## src/rtl/seq_pkg.sv

```systemverilog
package seq_pkg;

  typedef struct packed {
    logic clear;   // return the shifter and clock to idle
    logic clkEn;   // allow serial clock toggles
    logic runDiv;  // run the half-period divider
    logic publish; // move the received word to the output
  } dpCtrl_t;

  typedef enum logic [2:0] {
    S_IDLE,
    S_CONV,
    S_WAIT,
    S_SHIFT,
    S_TAIL,
    S_DONE
  } seqState_t;

endpackage

```

## src/rtl/seq_ctrl.sv

```systemverilog
module seq_ctrl
  import seq_pkg::*;
#(
  parameter int TIMER_PERIOD = 1000,
  parameter int CONV_PULSE_W = 2,
  parameter int OVR_W        = 8
) (
  input  logic             clk,
  input  logic             rst_n,
  input  logic             busyIn,
  input  logic             halfTick,
  input  logic             lastFall,
  output logic             convStart,
  output logic             csN,
  output dpCtrl_t          strobes,
  output logic [OVR_W-1:0] overrunCount
);

  localparam int TMR_W  = $clog2(TIMER_PERIOD + 1);
  localparam int CONV_W = $clog2(CONV_PULSE_W + 1);

  seqState_t         state, nextState;
  logic [TMR_W-1:0]  tmrCnt;
  logic [CONV_W-1:0] convCnt;
  logic              tick;
  logic              busyS1, busyS2, busyS3;
  logic              busyFall;

  // periodic timer
  assign tick = (tmrCnt == TMR_W'(TIMER_PERIOD - 1));

  always_ff @(posedge clk or negedge rst_n) begin
    if (!rst_n)    tmrCnt <= '0;
    else if (tick) tmrCnt <= '0;
    else           tmrCnt <= tmrCnt + 1'b1;
  end

  // two-stage synchroniser plus one stage for edge detect
  always_ff @(posedge clk or negedge rst_n) begin
    if (!rst_n) begin
      busyS1 <= 1'b0;
      busyS2 <= 1'b0;
      busyS3 <= 1'b0;
    end else begin
      busyS1 <= busyIn;
      busyS2 <= busyS1;
      busyS3 <= busyS2;
    end
  end

  assign busyFall = busyS3 & ~busyS2;

  always_comb begin
    nextState = state;
    unique case (state)
      S_IDLE:  if (tick) nextState = S_CONV;
      S_CONV:  if (convCnt == CONV_W'(CONV_PULSE_W - 1)) nextState = S_WAIT;
      S_WAIT:  if (busyFall) nextState = S_SHIFT;
      S_SHIFT: if (lastFall) nextState = S_TAIL;
      S_TAIL:  if (halfTick) nextState = S_DONE;
      S_DONE:  nextState = S_IDLE;
      default: nextState = S_IDLE;
    endcase
  end

  always_ff @(posedge clk or negedge rst_n) begin
    if (!rst_n) begin
      state     <= S_IDLE;
      convCnt   <= '0;
      convStart <= 1'b0;
      csN       <= 1'b1;
    end else begin
      state     <= nextState;
      convCnt   <= (state == S_CONV) ? convCnt + 1'b1 : '0;
      convStart <= (nextState == S_CONV);
      csN       <= !(nextState == S_SHIFT || nextState == S_TAIL);
    end
  end

  // expiries that find the sequencer occupied
  always_ff @(posedge clk or negedge rst_n) begin
    if (!rst_n)
      overrunCount <= '0;
    else if (tick && state != S_IDLE && overrunCount != {OVR_W{1'b1}})
      overrunCount <= overrunCount + 1'b1;
  end

  always_comb begin
    strobes.clear   = (state == S_IDLE) || (state == S_WAIT);
    strobes.clkEn   = (state == S_SHIFT);
    strobes.runDiv  = (state == S_SHIFT) || (state == S_TAIL);
    strobes.publish = (state == S_DONE);
  end

  // select only follows a synchronised busy fall
  p_cs_after_busy_r10: assert property (@(posedge clk) disable iff (!rst_n)
    $fell(csN) |-> $past(busyFall));

  // overrun count never goes backwards
  p_overrun_mono_r9: assert property (@(posedge clk) disable iff (!rst_n)
    1'b1 |=> overrunCount >= $past(overrunCount));

  // convert pulse never overlaps an active read
  p_conv_no_read_r2: assert property (@(posedge clk) disable iff (!rst_n)
    convStart |-> csN);

endmodule

```

## src/rtl/seq_datapath.sv

```systemverilog
module seq_datapath
  import seq_pkg::*;
#(
  parameter int XFER_BITS = 24,
  parameter int DATA_W    = 18,
  parameter int HALF      = 3
) (
  input  logic              clk,
  input  logic              rst_n,
  input  dpCtrl_t           strobes,
  input  logic              misoIn,
  output logic              sclk,
  output logic              halfTick,
  output logic              lastFall,
  output logic              sampleValid,
  output logic [DATA_W-1:0] sampleData
);

  localparam int HW = $clog2(HALF + 1);
  localparam int FW = $clog2(XFER_BITS + 1);

  logic [HW-1:0]        halfCnt;
  logic [FW-1:0]        fallCnt;
  logic [XFER_BITS-1:0] shiftReg;
  logic                 fallEdge;

  assign halfTick = strobes.runDiv && (halfCnt == HW'(HALF - 1));
  assign fallEdge = strobes.clkEn && halfTick && sclk;
  assign lastFall = fallEdge && (fallCnt == FW'(XFER_BITS - 1));

  always_ff @(posedge clk or negedge rst_n) begin
    if (!rst_n)               halfCnt <= '0;
    else if (!strobes.runDiv) halfCnt <= '0;
    else if (halfTick)        halfCnt <= '0;
    else                      halfCnt <= halfCnt + 1'b1;
  end

  always_ff @(posedge clk or negedge rst_n) begin
    if (!rst_n) begin
      sclk     <= 1'b0;
      fallCnt  <= '0;
      shiftReg <= '0;
    end else if (strobes.clear) begin
      sclk    <= 1'b0;
      fallCnt <= '0;
    end else begin
      if (strobes.clkEn && halfTick) sclk <= ~sclk;
      if (fallEdge) begin
        fallCnt  <= fallCnt + 1'b1;
        shiftReg <= {shiftReg[XFER_BITS-2:0], misoIn};
      end
    end
  end

  always_ff @(posedge clk or negedge rst_n) begin
    if (!rst_n) begin
      sampleValid <= 1'b0;
      sampleData  <= '0;
    end else begin
      sampleValid <= strobes.publish;
      if (strobes.publish) sampleData <= shiftReg[XFER_BITS-1 -: DATA_W];
    end
  end

  // result strobe lasts one cycle
  p_valid_single_r8: assert property (@(posedge clk) disable iff (!rst_n)
    sampleValid |=> !sampleValid);

  // never more falling edges than the frame holds
  p_fall_bound_r5: assert property (@(posedge clk) disable iff (!rst_n)
    fallCnt <= FW'(XFER_BITS));

  // the clock holds still unless the controller allows it
  p_sclk_hold_r4: assert property (@(posedge clk) disable iff (!rst_n)
    (!strobes.clkEn && !strobes.clear) |=> $stable(sclk));

endmodule

```

## src/rtl/conv_readout_seq.sv

```systemverilog
module conv_readout_seq
  import seq_pkg::*;
#(
  parameter int SYS_CLK_HZ    = 100_000_000,
  parameter int SCLK_MAX_HZ   = 17_000_000,
  parameter int SCLK_HALF_REQ = 1,
  parameter int TIMER_PERIOD  = 1000,
  parameter int CONV_PULSE_W  = 2,
  parameter int DATA_W        = 18,
  parameter int XFER_BITS     = 24,
  parameter int OVR_W         = 8,
  parameter bit IRQ_ENABLE    = 1'b1
) (
  input  logic              clk,
  input  logic              rst_n,
  input  logic              busyIn,
  input  logic              misoIn,
  output logic              convStart,
  output logic              csN,
  output logic              sclk,
  output logic              sampleValid,
  output logic [DATA_W-1:0] sampleData,
  output logic              irqStrobe,
  output logic [OVR_W-1:0]  overrunCount
);

  localparam int MIN_HALF = (SYS_CLK_HZ + 2 * SCLK_MAX_HZ - 1) / (2 * SCLK_MAX_HZ);
  localparam int HALF     = (SCLK_HALF_REQ < MIN_HALF) ? MIN_HALF : SCLK_HALF_REQ;

  dpCtrl_t strobes;
  logic    halfTick;
  logic    lastFall;

  seq_ctrl #(
    .TIMER_PERIOD(TIMER_PERIOD),
    .CONV_PULSE_W(CONV_PULSE_W),
    .OVR_W       (OVR_W)
  ) i_ctrl (
    .clk         (clk),
    .rst_n       (rst_n),
    .busyIn      (busyIn),
    .halfTick    (halfTick),
    .lastFall    (lastFall),
    .convStart   (convStart),
    .csN         (csN),
    .strobes     (strobes),
    .overrunCount(overrunCount)
  );

  seq_datapath #(
    .XFER_BITS(XFER_BITS),
    .DATA_W   (DATA_W),
    .HALF     (HALF)
  ) i_dp (
    .clk        (clk),
    .rst_n      (rst_n),
    .strobes    (strobes),
    .misoIn     (misoIn),
    .sclk       (sclk),
    .halfTick   (halfTick),
    .lastFall   (lastFall),
    .sampleValid(sampleValid),
    .sampleData (sampleData)
  );

  generate
    if (IRQ_ENABLE) begin : g_irq
      assign irqStrobe = sampleValid;
    end else begin : g_no_irq
      assign irqStrobe = 1'b0;
    end
  endgenerate

  // clock rests low while deselected
  p_sclk_idle_r4: assert property (@(posedge clk) disable iff (!rst_n)
    csN |-> !sclk);

endmodule

```

## config.mk

```make
export PLATFORM = sky130hd
export DESIGN_NAME = conv_readout_seq
export DESIGN_NICKNAME = d
export VERILOG_FILES = /design/src/rtl/seq_pkg.sv /design/src/rtl/seq_ctrl.sv /design/src/rtl/seq_datapath.sv /design/src/rtl/conv_readout_seq.sv
export SDC_FILE = /design/constraint.sdc
export NUM_CORES = 1
export LEC_CHECK = 0
export BUFFER_PORTS_ARGS = -buffer_cell sky130_fd_sc_hd__buf_2
export CAP_MARGIN = 20
export CORE_ASPECT_RATIO = 1.25
export CORE_MARGIN = 2
export CORE_UTILIZATION = 37
export DETAILED_ROUTE_END_ITERATION = 12
export REMOVE_ABC_BUFFERS = 1
export SLEW_MARGIN = 5
export SYNTH_ARGS = -nofsm -noshare
export SYNTH_HDL_FRONTEND = slang
export SYNTH_HIERARCHICAL = 1
export SYNTH_SLANG_ARGS = --single-unit
```

## constraint.sdc

```tcl
create_clock -name clk -period 4.2 [get_ports clk]
set_clock_uncertainty 0.05 [all_clocks]
set_input_delay 0.21 -clock clk [delete_from_list [all_inputs] [get_ports clk]]
set_output_delay 0.21 -clock clk [all_outputs]
set_load 0.01 [all_outputs]
```

==> results.yml, run 1 <==
logic_synthesis:
  netlist_area_um2: 3350
  syn_inst: 253
  synth_xor_area_share_pct: 2.09
  synth_top_area_share_pct: 58.3
  yosys.area.top_type: "dfrtp_1"
  ys.flop_type: "dfrtp_1"
  synth-simple-area-share_pct: 15.8
  ys_seq_area_share_pct: 59.0
  synth_edf_count: 0
  synth_mux_area_share_pct: 15.4
  async_reset_ff_share_pct: 100
  ys_warn_count: 6
  synth_compound_area_share_pct: 4.41
  synth-seq-cells: 79
  netlist-cell-type-count: 45
  avgSynthCellArea_um2: 13.2
  synth_top_family_by_area: "simple AND/OR/NAND/NOR gates"
  yosys-top-cells-area: "dfrtp_1 (58%), mux2_2 (14%), xor2_1 (1.8%)"
  yosys.area_share.adder_pct: 1.49
floorplanning:
  rows: 38
  boundaryPins: 35
  fp.dieW_um: 89.1
  start_util_pct: 38.3
  die_area_um2: 9840
  core_um2: 8750
  die_h_um: 110
setup_path:
  worstPathMaxFanout: 24
  criticalPathCategory: "reg2reg"
  critPathArrivalTime_ns: 3.03
  critPathCaptureType: "flop"
  critPathLaunchType: "flop"
  worstPathRequired_ns: 4.39
  ff2ff_path_depth: 6
outcome:
  status: "complete, no violations"
cells_and_area:
  fin_nets: 301
  regArea_um2: 1980
  layout_common_cells: "dfrtp_1 (78), mux2_2 (42), buf_2 (33)"
  drive_above_1_share_pct: 32.9
  multiInputGateArea_um2: 1310
  layout_commonest_cell: "dfrtp_1"
  diodes: 0
  area_delta_synth_final_pct: 15.2
  utilization_pct: 44.1
  nFillCells: 850
sta:
  setup_viol_count_final: 0
  rsz0062_at_grt: "no"
  tightest_slew_ns: 1.02
  slew_headroom_pct: 31.5
  hold_viol: 0
  max_freq_ghz: 0.352
  timing.final.crit_share_pct: 67.6
  final_max_slew_viol_count: 0
  fin_ws_ns: 1.36
  tns_ns: 0
  period_needed_ns: 2.84
route:
  post-route-drc-count: 0
  vias: 2050
  routed_wl_um: 5410
  firstDrtPassIters: 4
  routed_via_density: 4.90
  drt_iter0_markers: 77
  ant_nets: 0
  post_drt_wl_per_cell_um: 12.9
pwr:
  p_leak_uw: 0.00198
  ir_drop_uv: 188
  powerDensity_nw_per_um2: 344
worst_hold_path:
  hold_path.class: "in2reg"
  whs_path_depth: 2
placement:
  dp_slack_ns: 1.37
  post-dp-hpwl_um: 3580
  io_buffers: 34
  gp_congestion: 0.777
global_route:
  antenna_found_initial: 0
  grt.total_usage_pct: 12.3
  grt_max_degree: 80
  grt_pass1_wl_um: 9070
  grt-ovfl-total: 0
  first_global_vias: 1956
clock_network:
  root_buffer: "clkbuf_8"
  cts_buffers: 9
  clockBufferDepth: 2
  cts.clk_slew.worst_paths_ns: 0.08
  cts_sinks: 79
  cts_tree: "yes"
  worstSkewPairLatency_ns: 0.35
  cts_max_level: 3
run:
  cap_violations: 0
[synthesized netlist by cell type (2+ instances only)]
master,instances
dfrtp_1,78
mux2_2,42
nand2_1,14
nor2_1,12
nand3_1,10
a21oi_1,9
o21ai_0,7
xor2_1,7
nor2b_1,6
nand2b_1,5
nand4_1,5
ha_1,4
a31oi_1,3
and3_1,3
and3b_1,3
clkbuf_1,3
mux2_1,3
nor3_1,3
nor3b_1,3
or3_1,3
and2_1,2
and4b_1,2
buf_2,2
buf_6,2
inv_1,2
[logic make-up (layout without fill, tap and decap cells)]
kind of cell / count (synthesis) / after routing
XOR/XNOR: 8 / 8
AND/OR/NAND/NOR: 81 / 81
AO/OA/AOI/OAI: 25 / 25
flip-flops: 79 / 79
adder cells (fa/ha/maj): 4 / 4
buffers and inverters: 10 / 55
multiplexers: 46 / 46
[power by group]
group	total, µW	switching (µW)	internal, µW
combinational	21.3	15.6	5.66
sequential	762	0.395	761
clock	544	270	275
[cell type report]
class                           instances  share of cell area [%]
Tap cell                              120                    3.89
Sequential cell                        79                    51.2
Clock inverter                          5                    1.52
Multi-Input combinational cell        164                    34.0
Inverter                                2                   0.194
Clock buffer                           11                    3.40
Timing Repair Buffer                   37                    5.71
[registers in the layout (all words and copies together) (netlist names), 2 cells and up]
register / flops
i_ctrl/convCnt: 2
i_ctrl/tmrCnt: 10
i_ctrl/state: 3
i_dp/halfCnt: 2
i_ctrl/overrunCount: 8
i_dp/sampleData: 18
i_dp/fallCnt: 5
i_dp/shiftReg: 24
[final timing paths]
kind / endpoint / slack (ns) / from
max: i_dp/shiftReg[13] / 1.36 / i_ctrl/state[2]
min: i_dp/shiftReg[0] / 0.05 / misoIn
max reg2reg: i_dp/shiftReg[13] / 1.36 / i_ctrl/state[2]
min reg2reg: i_ctrl/busyS2 / 0.30 / i_ctrl/busyS1
max in group asynchronous: i_dp/shiftReg[15] / 3.31 / rst_n
min in group asynchronous: i_dp/halfCnt[0] / 0.23 / rst_n
[critical path, cell delays in order (launching register included)]
cell and delay (ns):
dfrtp_1 0.47, nor2b_1 0.28, and2_1 0.26, nand2b_1 0.24
nand4b_4 0.19, nor3_4 0.82, mux2_2 0.42
[metal layers]
layer	wire length [µm]	track usage (%)	vias to the layer above
met4	142	8.00	0
li1	-	-	988
met1	2490	15.2	1016
met5	0	0	-
met3	178	3.35	10
met2	2590	18.8	36
[through the flow]
| step | total power [µW] | area, µm² | hold WS, ns | instances |
|---|---|---|---|---|
| after floorplan | 778 | 3300 | -0.136 | 245 |
| after global placement | 795 | 3620 | 0.279 | 399 |
| after detailed placement | 795 | 3620 | 0.273 | 399 |
| after CTS | 1350 | 3820 | 0.00250 | 416 |
| after global routing | 1390 | 3860 | 0.0255 | 418 |
| final | 1330 | 3860 | 0.0484 | 418 |
[what timing repair did]
action                                  CTS  global route
setup buffers                             0             0
gates resized for setup                   0             0
endpoints found under the hold margin     1            18
endpoints found under the setup margin    0             0
hold buffers                              1             1
Power figures use the tool's default switching activity.
==> run 2: changes to the inputs <==
==> constraint.sdc (replaced) <==
create_clock -name clk -period 2.4 [get_ports clk]
set_clock_uncertainty 0.05 [all_clocks]
set_input_delay 0.12 -clock clk [delete_from_list [all_inputs] [get_ports clk]]
set_output_delay 0.12 -clock clk [all_outputs]
set_load 0.01 [all_outputs]
==> run 2 against run 1 <==
Net effect: non-clock buffer count rose by 10; cell count is 2.4% higher; sequential share of layout area is 1.2 points lower; first-iteration DRC count up 18%; sequential power rose by 75%; largest power group unchanged.
==> results.yml, run 2 (synthesis gave the netlist of run 1 again) <==
cells_and_area:
  top_register: "i_dp/shiftReg"
  fin_nets: 311
  fin_cells: 428
  layout_common_cells: "dfrtp_1 (78), mux2_2 (42), buf_2 (33)"
  largest_reg_flops: 24
  nFillCells: 824
  area_delta_synth_final_pct: 18.1
  drive_above_1_share_pct: 36.0
  diodes: 0
  top_regs: "i_dp/shiftReg: 24 flops, i_dp/sampleData: 18 flops, i_ctrl/tmrCnt: 10 flops"
  layout_commonest_cell: "dfrtp_1"
setup_path:
  r2r-end: "i_ctrl/convStart"
  cpMostUsedCell: "and4b_1"
  crit_family: "simple AND/OR/NAND/NOR gates"
  worstSetupStartpoint: "i_ctrl/state[2]"
  ff2ff_path_depth: 10
  critPathArrivalTime_ns: 2.39
  path_buf_inv: 0
  crit_chain: "nor2b_4 > and2_4 > nand2b_1 > and4b_1 > and3_1 > and4b_1 > nand2_1 > a22oi_1 > nor2_1 > a311oi_1"
  criticalPathCategory: "reg2reg"
  r2r_start: "i_ctrl/state[2]"
  critPathLaunchType: "flop"
  critPathMaxStageDelay_ns: 0.41
  critPathCaptureType: "flop"
  worstPathRequired_ns: 2.59
  rrSetupSlack_ns: 0.20
  crit_slowest_cell: "dfrtp_1"
  worstPathMaxFanout: 4
placement:
  post-dp-hpwl_um: 3880
  dp_slack_ns: 0.0887
  post-place-cells: 409
  io_buffers: 34
  gp_congestion: 0.768
route:
  drt_iter0_markers: 91
  routed_via_density: 4.79
  routed_wl_um: 5640
  ant_nets: 0
  firstDrtPassIters: 4
  post-route-drc-count: 0
  post_drt_wl_per_cell_um: 13.2
  vias: 2049
global_route:
  grt_pass1_wl_um: 9780
  grt_max_degree: 45
  grt-ovfl-total: 0
  grtUsageMet2_pct: 19.9
  grt.total_usage_pct: 13.1
  busiest_layer: "met2"
  use_met3_pct: 4.10
  first_global_vias: 2061
  antenna_found_initial: 0
  use_met1_pct: 16.9
outcome:
  status: "complete, no violations"
floorplanning:
  rows: 38
  core_um2: 8750
  start_util_pct: 38.3
  die_h_um: 110
  die_area_um2: 9840
  fp.dieW_um: 89.1
  boundaryPins: 35
sta:
  fin_ws_ns: 0.204
  tns_ns: 0
  fin_hold_ws_ns: 0.244
  rsz0062_at_grt: "no"
  tightest_slew_ns: 0.553
  setup_viol_count_final: 0
  max_freq_ghz: 0.455
  hold_viol: 0
  final_max_slew_viol_count: 0
  slew_headroom_pct: 63.1
  timing.final.crit_share_pct: 91.5
  period_needed_ns: 2.20
pwr:
  total_power_uw: 2380
  p_leak_uw: 0.00204
  ir_drop_uv: 239
  powerDensity_nw_per_um2: 601
clock_network:
  cts_sinks: 79
  clockBufferDepth: 2
  worstSkewPairLatency_ns: 0.35
  root_buffer: "clkbuf_8"
  postCtsSetupBuffers: 0
  cts.clk_slew.worst_paths_ns: 0.09
  cts_buffers: 9
  cts_max_level: 3
  cts_tree: "yes"
worst_hold_path:
  hold_path.class: "in2async"
run:
  cap_violations: 0
-- run 2: worst max-delay path by stage --
stage                                  end  cells past startpoint
after floorplan           i_dp/shiftReg[0]                      6
after global placement    i_ctrl/convStart                     10
after detailed placement  i_ctrl/convStart                     10
after CTS                 i_ctrl/convStart                     10
after global routing      i_ctrl/convStart                     10
final                     i_ctrl/convStart                     10
-- run 2: metal layers --
| metal | part of all wire (%) | routed length (µm) | up-vias |
|---|---|---|---|
| met4 | 2.1 | 120 | 0 |
| li1 | - | - | 1008 |
| met1 | 45 | 2540 | 1007 |
| met2 | 49 | 2760 | 27 |
| met5 | 0 | 0 | - |
| met3 | 3.8 | 212 | 7 |
-- run 2: what timing repair did --
action	4_1_cts	5_1_grt
endpoints found under the setup margin	0	1
resized for setup	0	3
hold buffers	3	0
endpoints found under the hold margin	43	0
-- run 2: area by class of cell --
class                   count  area (µm²)  area share, %
flip-flops and latches     79        1980           50.0
multi-input cells         164        1320           33.5
repair buffers             47         290           7.34
well taps                 120         150           3.80
clock buffers              10         138           3.48
clock inverters             6        68.8           1.74
inverters                   2        7.51          0.190
-- run 2: power by group --
part           switching, µW  total, µW  internal (µW)  leakage, µW
clock network            494       1010            514     0.000103
logic                   27.7       37.2           9.45     0.000858
registers              0.791       1330           1330      0.00108
-- run 2: per-stage QoR --
stage | cell area (µm²) | util [%]
after CTS | 3950 | 45.1
after global routing | 3960 | 45.2
after detailed placement | 3710 | 42.4
after global placement | 3710 | 42.4
after floorplan | 3300 | -
final | 3960 | 45.2
==> run 3: changes to the inputs <==
--- a/config.mk
+++ b/config.mk
@@ -10,6 +10,7 @@
 export CORE_ASPECT_RATIO = 1.25
 export CORE_MARGIN = 2
 export CORE_UTILIZATION = 37
+export CTS_BUF_LIST = sky130_fd_sc_hd__clkbuf_4
 export DETAILED_ROUTE_END_ITERATION = 12
 export REMOVE_ABC_BUFFERS = 1
 export SLEW_MARGIN = 5
==> run 3 against run 2 <==
Net effect: sequential power about the same; cell count up 0.23%; clock-buffer cell count down 1.
==> results.yml, run 3 (synthesis gave the netlist of run 1 again) <==
outcome:
  status: "complete, no violations"
setup_path:
  crit_chain: "nor2b_4 > and2_4 > nand2b_1 > and4b_1 > and3_1 > and4b_1 > nand2_1 > a22oi_1 > nor2_1 > a311oi_1"
  critPathArrivalTime_ns: 2.49
  crit_slowest_cell: "dfrtp_1"
  crit_family: "simple AND/OR/NAND/NOR gates"
  worstPathMaxFanout: 4
  critPathMaxStageDelay_ns: 0.42
  critPathLaunchType: "flop"
  criticalPathCategory: "reg2reg"
  cpMostUsedCell: "and4b_1"
  worstPathRequired_ns: 2.68
  path_buf_inv: 0
  critPathCaptureType: "flop"
clock_network:
  root_buffer: "clkbuf_4"
  worstSkewPairLatency_ns: 0.44
  cts_max_level: 3
  cts_sinks: 79
  cts_tree: "yes"
  cts.clk_slew.worst_paths_ns: 0.14
  cts_buffers: 9
  clockBufferDepth: 2
  postCtsSetupBuffers: 0
route:
  firstDrtPassIters: 5
  drt_iter0_markers: 108
  routed_wl_um: 5660
  vias: 2070
  post-route-drc-count: 0
  post_drt_wl_per_cell_um: 13.2
  routed_via_density: 4.83
  ant_nets: 0
floorplanning:
  fp.dieW_um: 89.1
  core_um2: 8750
  boundaryPins: 35
  die_h_um: 110
  start_util_pct: 38.3
  rows: 38
  die_area_um2: 9840
pwr:
  seq_power_share_pct: 61.7
  clkPwrFrac_pct: 36.6
  p_int_uw: 1660
  powerDensity_nw_per_um2: 556
  switching_power_uw: 502
  p_leak_uw: 0.00201
  sw_frac_of_total_pct: 23.2
  total_power_uw: 2160
  comb_power_share_pct: 1.7
  ir_drop_uv: 201
sta:
  hold_viol: 0
  timing.final.crit_share_pct: 91.9
  rsz0062_at_grt: "no"
  final_max_slew_viol_count: 0
  period_needed_ns: 2.21
  tns_ns: 0
  slew_headroom_pct: 63.2
  max_freq_ghz: 0.453
  setup_viol_count_final: 0
  tightest_slew_ns: 0.551
placement:
  place_area_um2: 3710
  post-dp-hpwl_um: 3880
  io_buffers: 34
  gp_congestion: 0.768
cells_and_area:
  largest_reg_flops: 24
  layout_commonest_cell: "dfrtp_1"
  stdcell_area_um2: 3890
  area_delta_synth_final_pct: 16.2
  multiInputGateArea_um2: 1320
  nFillCells: 834
  regArea_um2: 1980
  drive_above_1_share_pct: 35.7
  fin_nets: 311
  layout_common_cells: "dfrtp_1 (78), mux2_2 (42), buf_2 (33)"
  top_regs: "i_dp/shiftReg: 24 flops, i_dp/sampleData: 18 flops, i_ctrl/tmrCnt: 10 flops"
  top_register: "i_dp/shiftReg"
global_route:
  grt_max_degree: 45
  grt-ovfl-total: 0
  grt_pass1_wl_um: 9800
  antenna_found_initial: 1
  grt.total_usage_pct: 13.3
  first_global_vias: 2044
run:
  cap_violations: 0
worst_hold_path:
  hold_path.class: "in2async"
-- run 3: metrics by stage --
step | util, % | std cells | hold slack [ns] | worst slack (ns)
final | 44.5 | 429 | 0.144 | 0.194
after global routing | 44.5 | 429 | 0.198 | 0.0235
after CTS | 44.4 | 428 | 0.134 | 0.0543
after detailed placement | 42.4 | 409 | 0.108 | 0.0887
after global placement | 42.4 | 409 | 0.0992 | 0.147
after floorplan | - | 245 | -0.226 | -0.0355
-- run 3: layer usage --
| layer | vias up | global-route usage [%] | share of wire [%] |
|---|---|---|---|
| met2 | 34 | 20.1 | 49 |
| met3 | 9 | 3.65 | 4.1 |
| met1 | 1018 | 16.8 | 45 |
| met4 | 0 | 8.00 | 2.2 |
| li1 | 1009 | - | - |
| met5 | - | 0 | 0 |
-- run 3: power by group through the flow --
stage / Sequential (µW) / Clock, µW / Combinational, µW
after floorplan: 1360 / 0 / 1.55
after global placement: 1360 / 0 / 35.9
after detailed placement: 1360 / 0 / 36.8
after CTS: 1330 / 836 / 40.6
after global routing: 1340 / 891 / 45.3
final: 1330 / 793 / 37.1
-- run 3: final timing paths --
kind	startpoint	endpoint	slack, ns	cells past startpoint
max	i_ctrl/state[2]	i_ctrl/convStart	0.19	10
min	rst_n	i_ctrl/overrunCount[4]	0.14	2
max reg2reg	i_ctrl/state[2]	i_ctrl/convStart	0.19	10
min reg2reg	i_ctrl/busyS1	i_ctrl/busyS2	0.32	0
max in group asynchronous	rst_n	i_ctrl/csN	1.52	3
min in group clk	busyIn	i_ctrl/busyS1	0.30	2
-- run 3: area by class of cell --
type / instances / area share [%]
Sequential cell: 79 / 50.8
Multi-Input combinational cell: 164 / 34.0
Timing Repair Buffer: 47 / 7.46
Tap cell: 120 / 3.86
Clock inverter: 7 / 1.86
Clock buffer: 9 / 1.74
Inverter: 2 / 0.193
Antenna cell: 1 / 0.0643
-- run 3: what timing repair did --
action                                  4_1_cts  5_1_grt
hold endpoints to repair                     43        0
resized for setup                             0        3
hold buffers                                  3        0
endpoints found under the setup margin        0        1
